<file path="src/rtl/status_msg_pkg.sv">
package status_msg_pkg;

  localparam int unsigned BYTE_W  = 8;
  localparam int unsigned MSG_NUM = 4;
  localparam int unsigned ID_W    = $clog2(MSG_NUM);
  localparam int unsigned TXT_MAX = 8;
  localparam int unsigned IDX_W   = $clog2(TXT_MAX + 3);
  localparam logic [BYTE_W-1:0] CH_CR = 8'h0D;
  localparam logic [BYTE_W-1:0] CH_LF = 8'h0A;

  typedef enum logic [2:0] {
    ST_URST, ST_CFG_A, ST_CFG_LD, ST_CFG_B,
    ST_IDLE, ST_FETCH, ST_PUT, ST_LOAD
  } seq_state_t;

  // Byte idx of message id: text, then CR, LF, then zero terminator.
  function automatic logic [BYTE_W-1:0] msg_byte(input logic [ID_W-1:0] id,
                                                 input logic [IDX_W-1:0] idx);
    logic [8*TXT_MAX-1:0] txt;
    logic [8*TXT_MAX-1:0] sh;
    int len;
    case (id)
      2'd0:    begin txt = {"PASS",  32'h0}; len = 4; end
      2'd1:    begin txt = {"RESET", 24'h0}; len = 5; end
      2'd2:    begin txt = {"FAIL",  32'h0}; len = 4; end
      default: begin txt = '0;               len = 0; end
    endcase
    sh = txt << (8 * int'(idx));
    if (int'(idx) < len)            return sh[8*TXT_MAX-1 -: 8];
    else if (int'(idx) == len)      return CH_CR;
    else if (int'(idx) == len + 1)  return CH_LF;
    else                            return '0;
  endfunction

endpackage

</file>
<file path="src/rtl/status_rst_sync.sv">
module status_rst_sync #(
  parameter int unsigned STAGES = 2
) (
  input  logic clk,
  input  logic rst_n,
  output logic rst_n_sync
);
  logic [STAGES-1:0] sh_q;

  always_ff @(posedge clk or negedge rst_n) begin
    if (!rst_n) sh_q <= '0;
    else        sh_q <= {sh_q[STAGES-2:0], 1'b1};
  end

  assign rst_n_sync = sh_q[STAGES-1];
endmodule

</file>
<file path="src/rtl/status_req_arb.sv">
module status_req_arb #(
  parameter int unsigned NUM = 4,
  localparam int unsigned IW = $clog2(NUM)
) (
  input  logic          clk,
  input  logic          rst_n,
  input  logic [NUM-1:0] req_i,
  input  logic          take_i,
  output logic          any_o,
  output logic [IW-1:0] id_o
);
  logic [NUM-1:0] pend_q, pend_d, cand, grant;

  assign cand  = pend_q | req_i;
  assign grant = cand & (~cand + 1'b1);
  assign any_o = |cand;

  always_comb begin
    id_o = '0;
    for (int i = NUM - 1; i >= 0; i--) begin
      if (grant[i]) id_o = IW'(i);
    end
  end

  always_comb begin
    pend_d = cand;
    if (take_i) pend_d = cand & ~grant;
  end

  always_ff @(posedge clk or negedge rst_n) begin
    if (!rst_n) pend_q <= '0;
    else        pend_q <= pend_d;
  end

  // a request not taken stays visible the next cycle
  a_r8_request_kept: assert property (@(posedge clk) disable iff (!rst_n)
    (!take_i && (|req_i)) |=> any_o);
endmodule

</file>
<file path="src/rtl/status_msg_rom.sv">
module status_msg_rom
  import status_msg_pkg::*;
(
  input  logic [ID_W-1:0]   id_i,
  input  logic [IDX_W-1:0]  idx_i,
  output logic [BYTE_W-1:0] byte_o
);
  assign byte_o = msg_byte(id_i, idx_i);
endmodule

</file>
<file path="src/rtl/status_msg_seq.sv">
module status_msg_seq
  import status_msg_pkg::*;
#(
  parameter logic [7:0]  CFG_A      = 8'h36,
  parameter logic [7:0]  CFG_B      = 8'h03,
  parameter int unsigned RST_STAGES = 2
) (
  input  logic         clk,
  input  logic         rst_n,
  input  logic [3:0]   req_i,
  input  logic         tx_ready_i,
  output logic         uart_rst_o,
  output logic [7:0]   ctrl_data_o,
  output logic         ctrl_ld_o,
  output logic [7:0]   tx_data_o,
  output logic         tx_load_o,
  output logic         busy_o,
  output logic         done_o
);
  logic rst_s;
  seq_state_t state_q, state_d;
  logic [IDX_W-1:0]  idx_q, idx_d;
  logic              idx_en;
  logic [ID_W-1:0]   id_q, arb_id;
  logic              id_en;
  logic [BYTE_W-1:0] data_q, cur_byte;
  logic              data_en;
  logic              arb_any, take;

  status_rst_sync #(.STAGES(RST_STAGES)) i_rst_sync (
    .clk(clk), .rst_n(rst_n), .rst_n_sync(rst_s));

  status_req_arb #(.NUM(MSG_NUM)) i_arb (
    .clk(clk), .rst_n(rst_s), .req_i(req_i), .take_i(take),
    .any_o(arb_any), .id_o(arb_id));

  status_msg_rom i_rom (.id_i(id_q), .idx_i(idx_q), .byte_o(cur_byte));

  // next-state
  always_comb begin
    state_d = state_q;
    idx_d   = idx_q;
    idx_en  = 1'b0;
    id_en   = 1'b0;
    data_en = 1'b0;
    take    = 1'b0;
    case (state_q)
      ST_URST:   state_d = ST_CFG_A;
      ST_CFG_A:  state_d = ST_CFG_LD;
      ST_CFG_LD: state_d = ST_CFG_B;
      ST_CFG_B:  state_d = ST_IDLE;
      ST_IDLE: begin
        if (arb_any) begin
          take    = 1'b1;
          id_en   = 1'b1;
          idx_d   = '0;
          idx_en  = 1'b1;
          state_d = ST_FETCH;
        end
      end
      ST_FETCH: begin
        if (cur_byte == '0) begin
          state_d = ST_IDLE;
        end else if (tx_ready_i) begin
          data_en = 1'b1;
          state_d = ST_PUT;
        end
      end
      ST_PUT: begin
        if (tx_ready_i) state_d = ST_LOAD;
      end
      ST_LOAD: begin
        idx_d   = idx_q + 1'b1;
        idx_en  = 1'b1;
        state_d = ST_FETCH;
      end
      default: state_d = ST_URST;
    endcase
  end

  // registers
  always_ff @(posedge clk or negedge rst_s) begin
    if (!rst_s) begin
      state_q <= ST_URST;
      idx_q   <= '0;
      id_q    <= '0;
      data_q  <= '0;
    end else begin
      state_q <= state_d;
      if (idx_en)  idx_q  <= idx_d;
      if (id_en)   id_q   <= arb_id;
      if (data_en) data_q <= cur_byte;
    end
  end

  // outputs
  always_comb begin
    case (state_q)
      ST_URST:             ctrl_data_o = '0;
      ST_CFG_A, ST_CFG_LD: ctrl_data_o = CFG_A;
      default:             ctrl_data_o = CFG_B;
    endcase
  end

  assign uart_rst_o = (state_q == ST_URST);
  assign ctrl_ld_o  = (state_q == ST_CFG_LD);
  assign tx_data_o  = data_q;
  assign tx_load_o  = (state_q == ST_LOAD);
  assign busy_o     = (state_q == ST_FETCH) || (state_q == ST_PUT) || (state_q == ST_LOAD);
  assign done_o     = (state_q == ST_FETCH) && (cur_byte == '0);

  // control load sees CFG_A set up a cycle ahead
  a_r2_ctrl_setup: assert property (@(posedge clk) disable iff (!rst_s)
    ctrl_ld_o |-> (ctrl_data_o == CFG_A) && ($past(ctrl_data_o) == CFG_A));
  // data is stable on the load cycle
  a_r4_data_setup: assert property (@(posedge clk) disable iff (!rst_s)
    tx_load_o |-> $stable(tx_data_o));
  // no back-to-back loads
  a_r5_no_back_to_back: assert property (@(posedge clk) disable iff (!rst_s)
    tx_load_o |=> !tx_load_o);
  // transmitter was ready before a load
  a_r7_ready_seen: assert property (@(posedge clk) disable iff (!rst_s)
    tx_load_o |-> $past(tx_ready_i));
  // terminator never loaded
  a_r6_no_zero_load: assert property (@(posedge clk) disable iff (!rst_s)
    tx_load_o |-> (tx_data_o != 8'h00));
  // done ends the busy window
  a_r9_done_ends_busy: assert property (@(posedge clk) disable iff (!rst_s)
    done_o |-> busy_o ##1 (!busy_o && !done_o));
endmodule

</file>
<file path="config.mk">
export PLATFORM = sky130hd
export DESIGN_NAME = status_msg_seq
export DESIGN_NICKNAME = d
export VERILOG_FILES = /design/src/rtl/status_msg_pkg.sv /design/src/rtl/status_rst_sync.sv /design/src/rtl/status_req_arb.sv /design/src/rtl/status_msg_rom.sv /design/src/rtl/status_msg_seq.sv
export SDC_FILE = /design/constraint.sdc
export NUM_CORES = 1
export LEC_CHECK = 0
export ABC_AREA = 1
export BUFFER_PORTS_ARGS = -buffer_cell sky130_fd_sc_hd__buf_4
export CORE_MARGIN = 5
export CORE_UTILIZATION = 36
export DETAILED_ROUTE_END_ITERATION = 10
export PLACE_DENSITY = 0.66
export SKIP_LAST_GASP = 1
export SYNTH_ARGS = -nofsm -noshare
export SYNTH_HDL_FRONTEND = slang
export SYNTH_HIERARCHICAL = 1
export SYNTH_SLANG_ARGS = --single-unit
</file>
<file path="constraint.sdc">
create_clock -name clk -period 2.9 [get_ports clk]
set_clock_uncertainty 0.15 [all_clocks]
set_input_delay 0.58 -clock clk [delete_from_list [all_inputs] [get_ports clk]]
set_output_delay 0.58 -clock clk [all_outputs]
set_load 0.01 [all_outputs]
</file>
# Word-level counts from Yosys, hierarchy flattened
# Index checks and enable logic that the tools add are counted.
# W data, S select, Z words.
# op_classes
n_mul	0
order_cmp	1
addsub	3
shift	1
muxes	24
bitwise	5
n_eq_ne	14
n_reduce_logical	12
div_mod_pow	0
# op_table
op	count
$pmux W63 S3	1
$shl A63 B7 Y64	1
$eq A5 B32 Y1	1
$pmux W3 S8	1
$mux W8	2
$eq A3 B3 Y1 const B	4
$mux W3	4
$mux W4	3
$pmux W6 S2	1
$add A4 B1 Y4 const B	2
$and A4 B4 Y4	2
$logic_not A8 Y1	1
$mux W2	4
$not A4 Y4	2
$pmux W4 S2	1
$eq A3 B2 Y1 const B	2
$pmux W3 S2	1
$reduce_and A3 Y1	2
$mux W1	5
$add A3 B1 Y4 const B	1
$eq A4 B3 Y1	1
$lt A4 B3 Y1	1
$ne A2 B2 Y1 const B	2
$or A4 B4 Y4	1
other kinds (12)	14
# totals
inputBits	7
latchBits	0
memories	0
word_cells	66
rom_bits	0
reg_bits	23
output_inout_bits	21
ramBits	0

# Logic depth before layout (Yosys ltp)
# Gate-level depths: netlist of the first run.
# logic_depth
ltp_word	11
depth_mapped	16
depth_no_buf	16

# Hierarchy
# The synthesis of the first run kept the hierarchy.
# modules_own_cells
mod	seq_area_each_um2	cells_per_inst	area_each_um2	n_inst
status_msg_seq	425.4	114	932.1	1
status_msg_rom	0.0	71	426.7	1
status_req_arb	100.1	23	183.9	1
status_rst_sync	50.0	3	53.8	1

# Worst setup path before layout of the first run
# No wires, ideal clock.
# synth_path
kind	register to output
start	register id_q[0]
end	output port done_o
required_ns	2.170
path_slack_ns	0.297
t_arrival_ns	1.873
path_stages_with_launch	12
n_path_buf	0
cell_sequence	dfrtp_1 -> ha_1 -> ha_1 -> nand2_1 -> nor2_1 -> nand2_2 -> nand3_1 -> nor2_1 -> nand2_1 -> nor2_2 -> inv_2 -> nor2_1
# synth_between
elab_chain_len	10
elab_cells_between_ends	16
classes_between	add/sub: 1; order compare: 1; eq/ne: 4; shift: 1; mux: 5; reduce/logical: 4
# synth_rtl
element	line_no	rtl
start, declared	status_msg_seq.sv:24	logic [ID_W-1:0] id_q, arb_id;
start signal, assigned	status_msg_seq.sv:91	if (id_en) id_q <= arb_id;
$eq A2 B2 Y1 or $logic_not A2 Y1 (tied branches)	status_msg_pkg.sv:22	case (id)
$reduce_or A2 Y1 (no source line)	n/a	
$pmux W3 S2	status_msg_pkg.sv:22	
$add A3 B1 Y4	status_msg_pkg.sv:31	else if (int'(idx) == len + 1) return CH_LF;
$eq A5 B32 Y1	status_msg_pkg.sv:31	
$mux W4	status_msg_pkg.sv:31	
$mux W8	status_msg_pkg.sv:30	else if (int'(idx) == len) return CH_CR;
$mux W8 *	status_msg_pkg.sv:29	if (int'(idx) < len) return sh[8*TXT_MAX-1 -: 8];
via cur_byte[3]	status_msg_seq.sv:26	logic [BYTE_W-1:0] data_q, cur_byte;
$logic_not A8 Y1 *	status_msg_seq.sv:110	assign done_o = (state_q == ST_FETCH) && (cur_byte == '0);
$logic_and A1 B1 Y1 *	status_msg_seq.sv:110	
end, declared	status_msg_seq.sv:18	output logic done_o
# Mark *: on every way through the listed nets, which the timed path passes. The rest lies on a longest branch.

# Final worst setup path of the first run
# layout_path
start	register id_q[0]
end	output port done_o
# layout_between
elab_cells_between_ends	16
classes_between	add/sub: 1; order compare: 1; eq/ne: 4; shift: 1; mux: 5; reduce/logical: 4
# layout_rtl
element	line_no
branches (longest 4 deep; another with $shl A63 B7 Y64)	n/a
$mux W8 *	status_msg_pkg.sv:29
via cur_byte[6]	status_msg_seq.sv:26
$logic_not A8 Y1 *	status_msg_seq.sv:110
$logic_and A1 B1 Y1 *	status_msg_seq.sv:110
# Mark *: on every way through the listed nets, which the timed path passes.

==> results of run 1 <==
## kinds of logic (layout without fill, tap and decap cells)
kind of cell / Yosys count / in the layout / synth area share (%)
AO/OA/AOI/OAI: 16 / 16 / 7.29
adder cells (fa/ha/maj): 9 / 9 / 7.05
buffers and inverters: 37 / 67 / 10.8
XOR/XNOR: 3 / 3 / 1.65
flip-flops: 23 / 23 / 36.1
other: 3 / 6 / 0.705
AND/OR/NAND/NOR: 120 / 120 / 36.4
## routing by layer
metal	track usage, %	part of all wire, %
met5	0	0
met4	2.62	0.75
met3	4.02	5.2
met2	18.9	49
met1	13.7	45
## synthesized netlist by cell type
library cell,n
a21boi_0,1
a21oi_1,5
a21oi_2,2
a21oi_4,1
a22o_1,1
buf_4,8
clkinv_1,1
clkinv_2,1
conb_1,3
dfrtp_1,23
ha_1,9
inv_1,19
inv_2,7
inv_4,1
nand2_1,61
nand2_2,5
nand2_4,4
nand3_1,11
nand3_2,5
nand4_1,1
nor2_1,23
nor2_2,6
nor2_4,1
nor2_8,1
nor3_1,2
o21ai_1,5
o21ai_4,1
xnor2_1,2
xor2_1,1
## stage by stage
| stage | setup TNS, ns | instance area (sq um) | utilization [%] |
|---|---|---|---|
| final | 0 | 2010 | 46.4 |
| after global routing | -0.0774 | 2010 | 46.4 |
| after CTS | 0 | 1910 | 44.2 |
| after detailed placement | 0 | 1810 | 41.8 |
| after global placement | 0 | 1810 | 41.8 |
| after floorplan | 0 | 1610 | - |
## final timing paths
path                                      end  slack (ns)  depth (start not counted)
max                                    done_o        0.06                         13
min                        i_rst_sync/sh_q[1]        0.21                          0
max reg2reg                      tx_data_o[3]        0.55                         15
min reg2reg                i_rst_sync/sh_q[1]        0.21                          0
max in group asynchronous             id_q[0]        1.78                          0
min in group asynchronous        tx_data_o[2]        0.22                          0
## registers in the layout, indices dropped and copies added (netlist names)
| signal | count |
|---|---|
| i_arb/pend_q | 4 |
| i_rst_sync/sh_q | 2 |
| id_q | 2 |
| idx_q | 4 |
| state_q | 3 |
| tx_data_o | 8 |
## what timing repair did
action                                  4_1_cts  5_1_grt
endpoints found under the setup margin        1        1
hold endpoints to repair                      2        0
pin swaps                                     3        6
buffers inserted                              2        5
hold buffers                                  1        0
gates resized for setup                       9       15
## layout make-up
| cell class | instances | area, sq um |
|---|---|---|
| timing repair buffer | 34 | 258 |
| sequential | 23 | 578 |
| clock buffer | 3 | 41.3 |
| multi-input combinational | 154 | 945 |
| inverter | 29 | 115 |
| tap | 52 | 65.1 |
| clock inverter | 1 | 5.00 |
| fill | 441 | 2320 |
## power groups by stage
stage | sequential (mW) | combinational [mW] | clock [mW]
after floorplan | 0.534 | 0.639 | 0
after global placement | 0.510 | 0.896 | 0
after detailed placement | 0.511 | 0.904 | 0
after CTS | 0.507 | 0.963 | 0.209
after global routing | 0.529 | 1.14 | 0.226
final | 0.513 | 1.01 | 0.204
==> results.md, run 1 <==
- Post-DRT Antenna Nets: 0
- Sequential fraction of the synthesis area: 36.1%
- Slew HR: 41.0%
- GP Congestion: 0.847
- Post-route setup slack: 0.0558 ns
- Initial DRC Count: 32
- Crit. End Element: output pin
- Vias: 1317
- Int Power: 0.924 mW
- Routed len/inst: 10.9 um
- PD cells: 859 mW/mm^2
- Final Hold Viols: 0
- Initial antenna violation count: 0
- Worst-path clk slew: 0.08 ns
- Worst vdd ir: 0.464 mV
- Worst skew pair latency: 0.26 ns
- Post-synthesis cell type count: 29
- Root buf cell: clkbuf_8
- Slowest stage cell on the critical path: dfrtp_2
- Slowest stage delay, CP: 0.47 ns
- CP Cell Sequence: ha_4, ha_4, nor2_4, inv_2, a21oi_4, nand2_2, a21oi_2, nor2_1, nand2_2, nor2_4, inv_2, nor2_2, buf_4
- Synth Cell Area: 0.00160 sq mm
- Commonest non-fill, non-tap cell in the layout: nand2_1
- Pre-antenna DRT Iters: 4
- Global-route wire length before repair: 5490 um
- Leak Pwr: 1.01 nW
- Max-cap violations: 0
- Yosys warning count: 6
- Largest net degree at the start of global routing: 22
- Outcome: finished, final reports clean
- Die Wd: 76.6 um
- Port Buffers: 24
- Final global-route overflow total: 0
- Critical Path Start: id_q[0]
- Delay-heaviest family, CP: simple AND/OR/NAND/NOR gates
- CP required: 2.17 ns
- Core ar.: 0.00432 sq mm
- Sw Pwr: 0.800 mW
- Final Setup Violations: 0
- # IOs: 28
- Vias per cell: 4.45
- Worst R2R Start: id_q[0]
- Worst min path class: flop to flop
- Total GRT Usage: 11.3%
- ANT cells: 0
- Min Hold Slack: 0.207 ns
- CTS max path bufs: 2
- Synthesized flop and latch total: 23
- Worst-Margin Slew: 0.885 ns
- Vias in the first global route: 1224
- Sink Count: 23
- Commonest cells after routing, fill and taps aside: 59 x nand2_1, 33 x buf_4, 21 x dfrtp_1, 18 x nor2_1, 16 x inv_1
- Period minus WS final: 2.84 ns
- Final net count: 261
- Startpoint type of the worst setup path: flop
- # DRC: 0
- Area Growth Syn to Fin: 25.7%
- Largest cells by area after synthesis: dfrtp_1 36%, nand2_1 14%, ha_1 7.1%, nor2_1 5.4%, inv_1 4.5%
- F_max: 352 MHz
- Cell count after synthesis: 211
- Post-DP HPWL: 2390 um
- Reg power frac: 29.8%
- Depth of the CTS H-tree: 1
- Die area: 0.00587 sq mm
- Die H: 76.6 um
- Fin crit share: 98.1%
- Row cnt: 24
- Mean Syn Cell Area: 7.57 sq um
- Share of post-route cells with drive strength above 1: 36.9%
- Unrepaired setup endpoints after global routing: yes
- Sw frac: 46.4%
- Non-filler cells, final: 296
- Yosys top cell area share: 36.1%
- Initial Util: 36.9%
- Clock power share: 11.8%
- CTS buffer count: 3
- Crit path max fanout: 5
- Largest area contributor in the netlist: dfrtp_1
- CTS tree: built
- Drt total wl: 3220 um
- Pre-CTS setup slack: 0.118 ns
- Max Slew Vio Count: 0
- Logic pwr share: 58.4%
- Setup CP Type: flop to output pin
- Design Power: 1.72 mW
- Placed cells: 284
- WP data arrival: 2.11 ns
- CP bufs+invs: 3
- Worst Hold Launch: i_rst_sync/sh_q[0]
(Power assumes the default switching activity.)
==> run 2, diff against run 1 <==
--- a/config.mk
+++ b/config.mk
@@ -9,7 +9,7 @@
 export BUFFER_PORTS_ARGS = -buffer_cell sky130_fd_sc_hd__buf_4
 export CORE_MARGIN = 5
-export CORE_UTILIZATION = 36
+export CORE_UTILIZATION = 56
 export DETAILED_ROUTE_END_ITERATION = 10
-export PLACE_DENSITY = 0.66
+export PLACE_DENSITY = 0.91
 export SKIP_LAST_GASP = 1
 export SYNTH_ARGS = -nofsm -noshare
--- a/constraint.sdc
+++ b/constraint.sdc
@@ -3,3 +3,3 @@
 set_input_delay 0.58 -clock clk [delete_from_list [all_inputs] [get_ports clk]]
 set_output_delay 0.58 -clock clk [all_outputs]
-set_load 0.01 [all_outputs]
+set_load 0.02 [all_outputs]
==> results.md, run 2 (synthesis gave the netlist of run 1 again) <==
- Outcome: finished, violations left
- Failing checks: setup timing
- PD cells: 1050 mW/mm^2 (+22%)
- Design Power: 2.36 mW (+37%)
- Post-DP HPWL: 2310 um (-3.4%)
- Die H: 63.4 um (-17%)
- Crit path max fanout: 4 (-1)
- Post-route setup slack: -0.188 ns (-0.244 ns)
- Placed cells: 263 (-7.4%)
- CTS tree: built
- M1 WL: 1650 um (+15%)
- Vias in the first global route: 1598 (+31%)
- Vias per cell: 5.39 (+21%)
- Worst-Margin Slew: 0.866 ns (-0.0199 ns)
- CP required: 2.17 ns (about the same)
- Core ar.: 0.00273 sq mm (-37%)
- ANT cells: 0 (unchanged)
- Port Buffers: 24 (unchanged)
- Max-cap violations: 0 (unchanged)
- # DRC: 0 (unchanged)
- Routed len/inst: 16.0 um (+47%)
- Final net count: 279 (+6.9%)
- Commonest cells after routing, fill and taps aside: 46 x nand2_1, 46 x buf_4, 21 x dfrtp_1, 16 x nand2_2
- GP Congestion: 0.899 (+6.1%)
- Total GRT Usage: 20.2% (+8.9 points)
- Initial antenna violation count: 0 (unchanged)
- # IOs: 28 (unchanged)
- Post-layout util: 82.5% (+36 points)
- Area Growth Syn to Fin: 41.3%
- Share of post-route cells with drive strength above 1: 50.4% (+13 points)
- Setup TNS: -0.188 ns (-0.188 ns)
- Depth of the CTS H-tree: 1 (unchanged)
- Initial Util: 58.4% (+21 points)
- Number of fill cells: 161 (-63%)
- Die Wd: 63.4 um (-17%)
- Pre-antenna DRT Iters: 4 (unchanged)
- Non-filler cells, final: 293 (-1.0%)
- Sink Count: 23 (unchanged)
- Initial DRC Count: 99 (+210%)
- Period minus WS final: 3.09 ns (+0.244 ns)
- Worst-path clk slew: 0.13 ns (+0.05 ns)
- Unrepaired setup endpoints after global routing: yes
- Drt total wl: 4670 um (+45%)
- Global-route wire length before repair: 6590 um (+20%)
- Vias: 1578 (+20%)
- Post-DRT Antenna Nets: 0 (unchanged)
- F_max: 324 MHz (-7.9%)
- Pre-CTS setup slack: 0.104 ns (-0.0142 ns)
- DR WL met3: 273 um (+63%)
- Final Hold Viols: 0 (unchanged)
- Setup CP Type: flop to output pin
- Row cnt: 19 (-21%)
- Largest register FFs: 8 (unchanged)
- Final global-route overflow total: 0 (unchanged)
- CTS buffer count: 3 (unchanged)
- Worst min path class: flop to asynchronous set/reset pin
- CTS max path bufs: 2 (unchanged)
- Root buf cell: clkbuf_4
- Worst vdd ir: 0.793 mV (+71%)
- Top layer in use: met4
- Fin crit share: 106% (+8.4 points)
- Startpoint type of the worst setup path: flop
- Worst skew pair latency: 0.32 ns (+0.06 ns)
- Leak Pwr: 1.13 nW (+12%)
- Largest net degree at the start of global routing: 22 (unchanged)
- Max Slew Vio Count: 0 (unchanged)
- Final Setup Violations: 1 (+1)
- Crit. End Element: output pin
- Die area: 0.00402 sq mm (-31%)
- Slew HR: 42.3% (+1.3 points)
- Met2 WL: 2490 um (+56%)
- WP data arrival: 2.36 ns (+0.25 ns)
-- run 2: layer usage --
metal / global-route usage, % / up-vias
li1: - / 737
met4: 11.7 / 0
met3: 4.80 / 24
met5: 0 / -
met2: 36.8 / 83
met1: 20.5 / 734
-- run 2: area by class of cell --
cell class	count	area [sq um]	area share, %
multi-input cells	154	1080	47.9
well taps	31	38.8	1.72
flip-flops and latches	23	578	25.6
inverters	29	118	5.21
clock buffers	3	22.5	0.998
repair buffers	52	412	18.2
clock inverters	1	7.51	0.333
-- run 2: worst max-delay path: stages, from the launching register on --
cell and delay [ns]:
dfrtp_2 0.48, ha_4 0.19, ha_4 0.31, nand2_2 0.09, nor2_1 0.18, nand3_2 0.18
nand2_2 0.16, nor2_4 0.06, nand2_4 0.08, nor2_4 0.04, inv_2 0.09, nor2_4 0.05
buf_6 0.12
-- run 2: worst paths after layout --
kind | from | endpoint | slack, ns | depth (start not counted)
max | id_q[1] | done_o | -0.19 | 12
min | i_rst_sync/sh_q[1] | idx_q[1] | 0.21 | 0
max reg2reg | id_q[1] | tx_data_o[2] | 0.08 | 18
min reg2reg | i_rst_sync/sh_q[1] | idx_q[1] | 0.21 | 0
max in group asynchronous | i_rst_sync/sh_q[1] | id_q[0] | 1.80 | 0
min in group clk | i_rst_sync/sh_q[0] | i_rst_sync/sh_q[1] | 0.22 | 0
-- run 2: power breakdown --
group,switching (mW),leakage (nW),internal [mW]
sequential,0.0997,0.272,0.415
clock,0.104,0.0139,0.0528
combinational,0.947,0.845,0.745
-- run 2: metrics by stage --
step           instance area (sq um)  hold slack, ns
2_1_floorplan                   1610           0.117
3_3_place_gp                    1780           0.192
3_5_place_dp                    1780           0.197
4_1_cts                         2100           0.228
5_1_grt                         2260           0.251
6_report                        2260           0.213
-- run 2: repair_timing --
action	4_1_cts	5_1_grt
cloned	0	0
hold endpoints to repair	2	0
resized for setup	21	43
pin swaps	15	23
hold buffers	1	0
setup endpoints to repair	1	8
buffers inserted	25	4
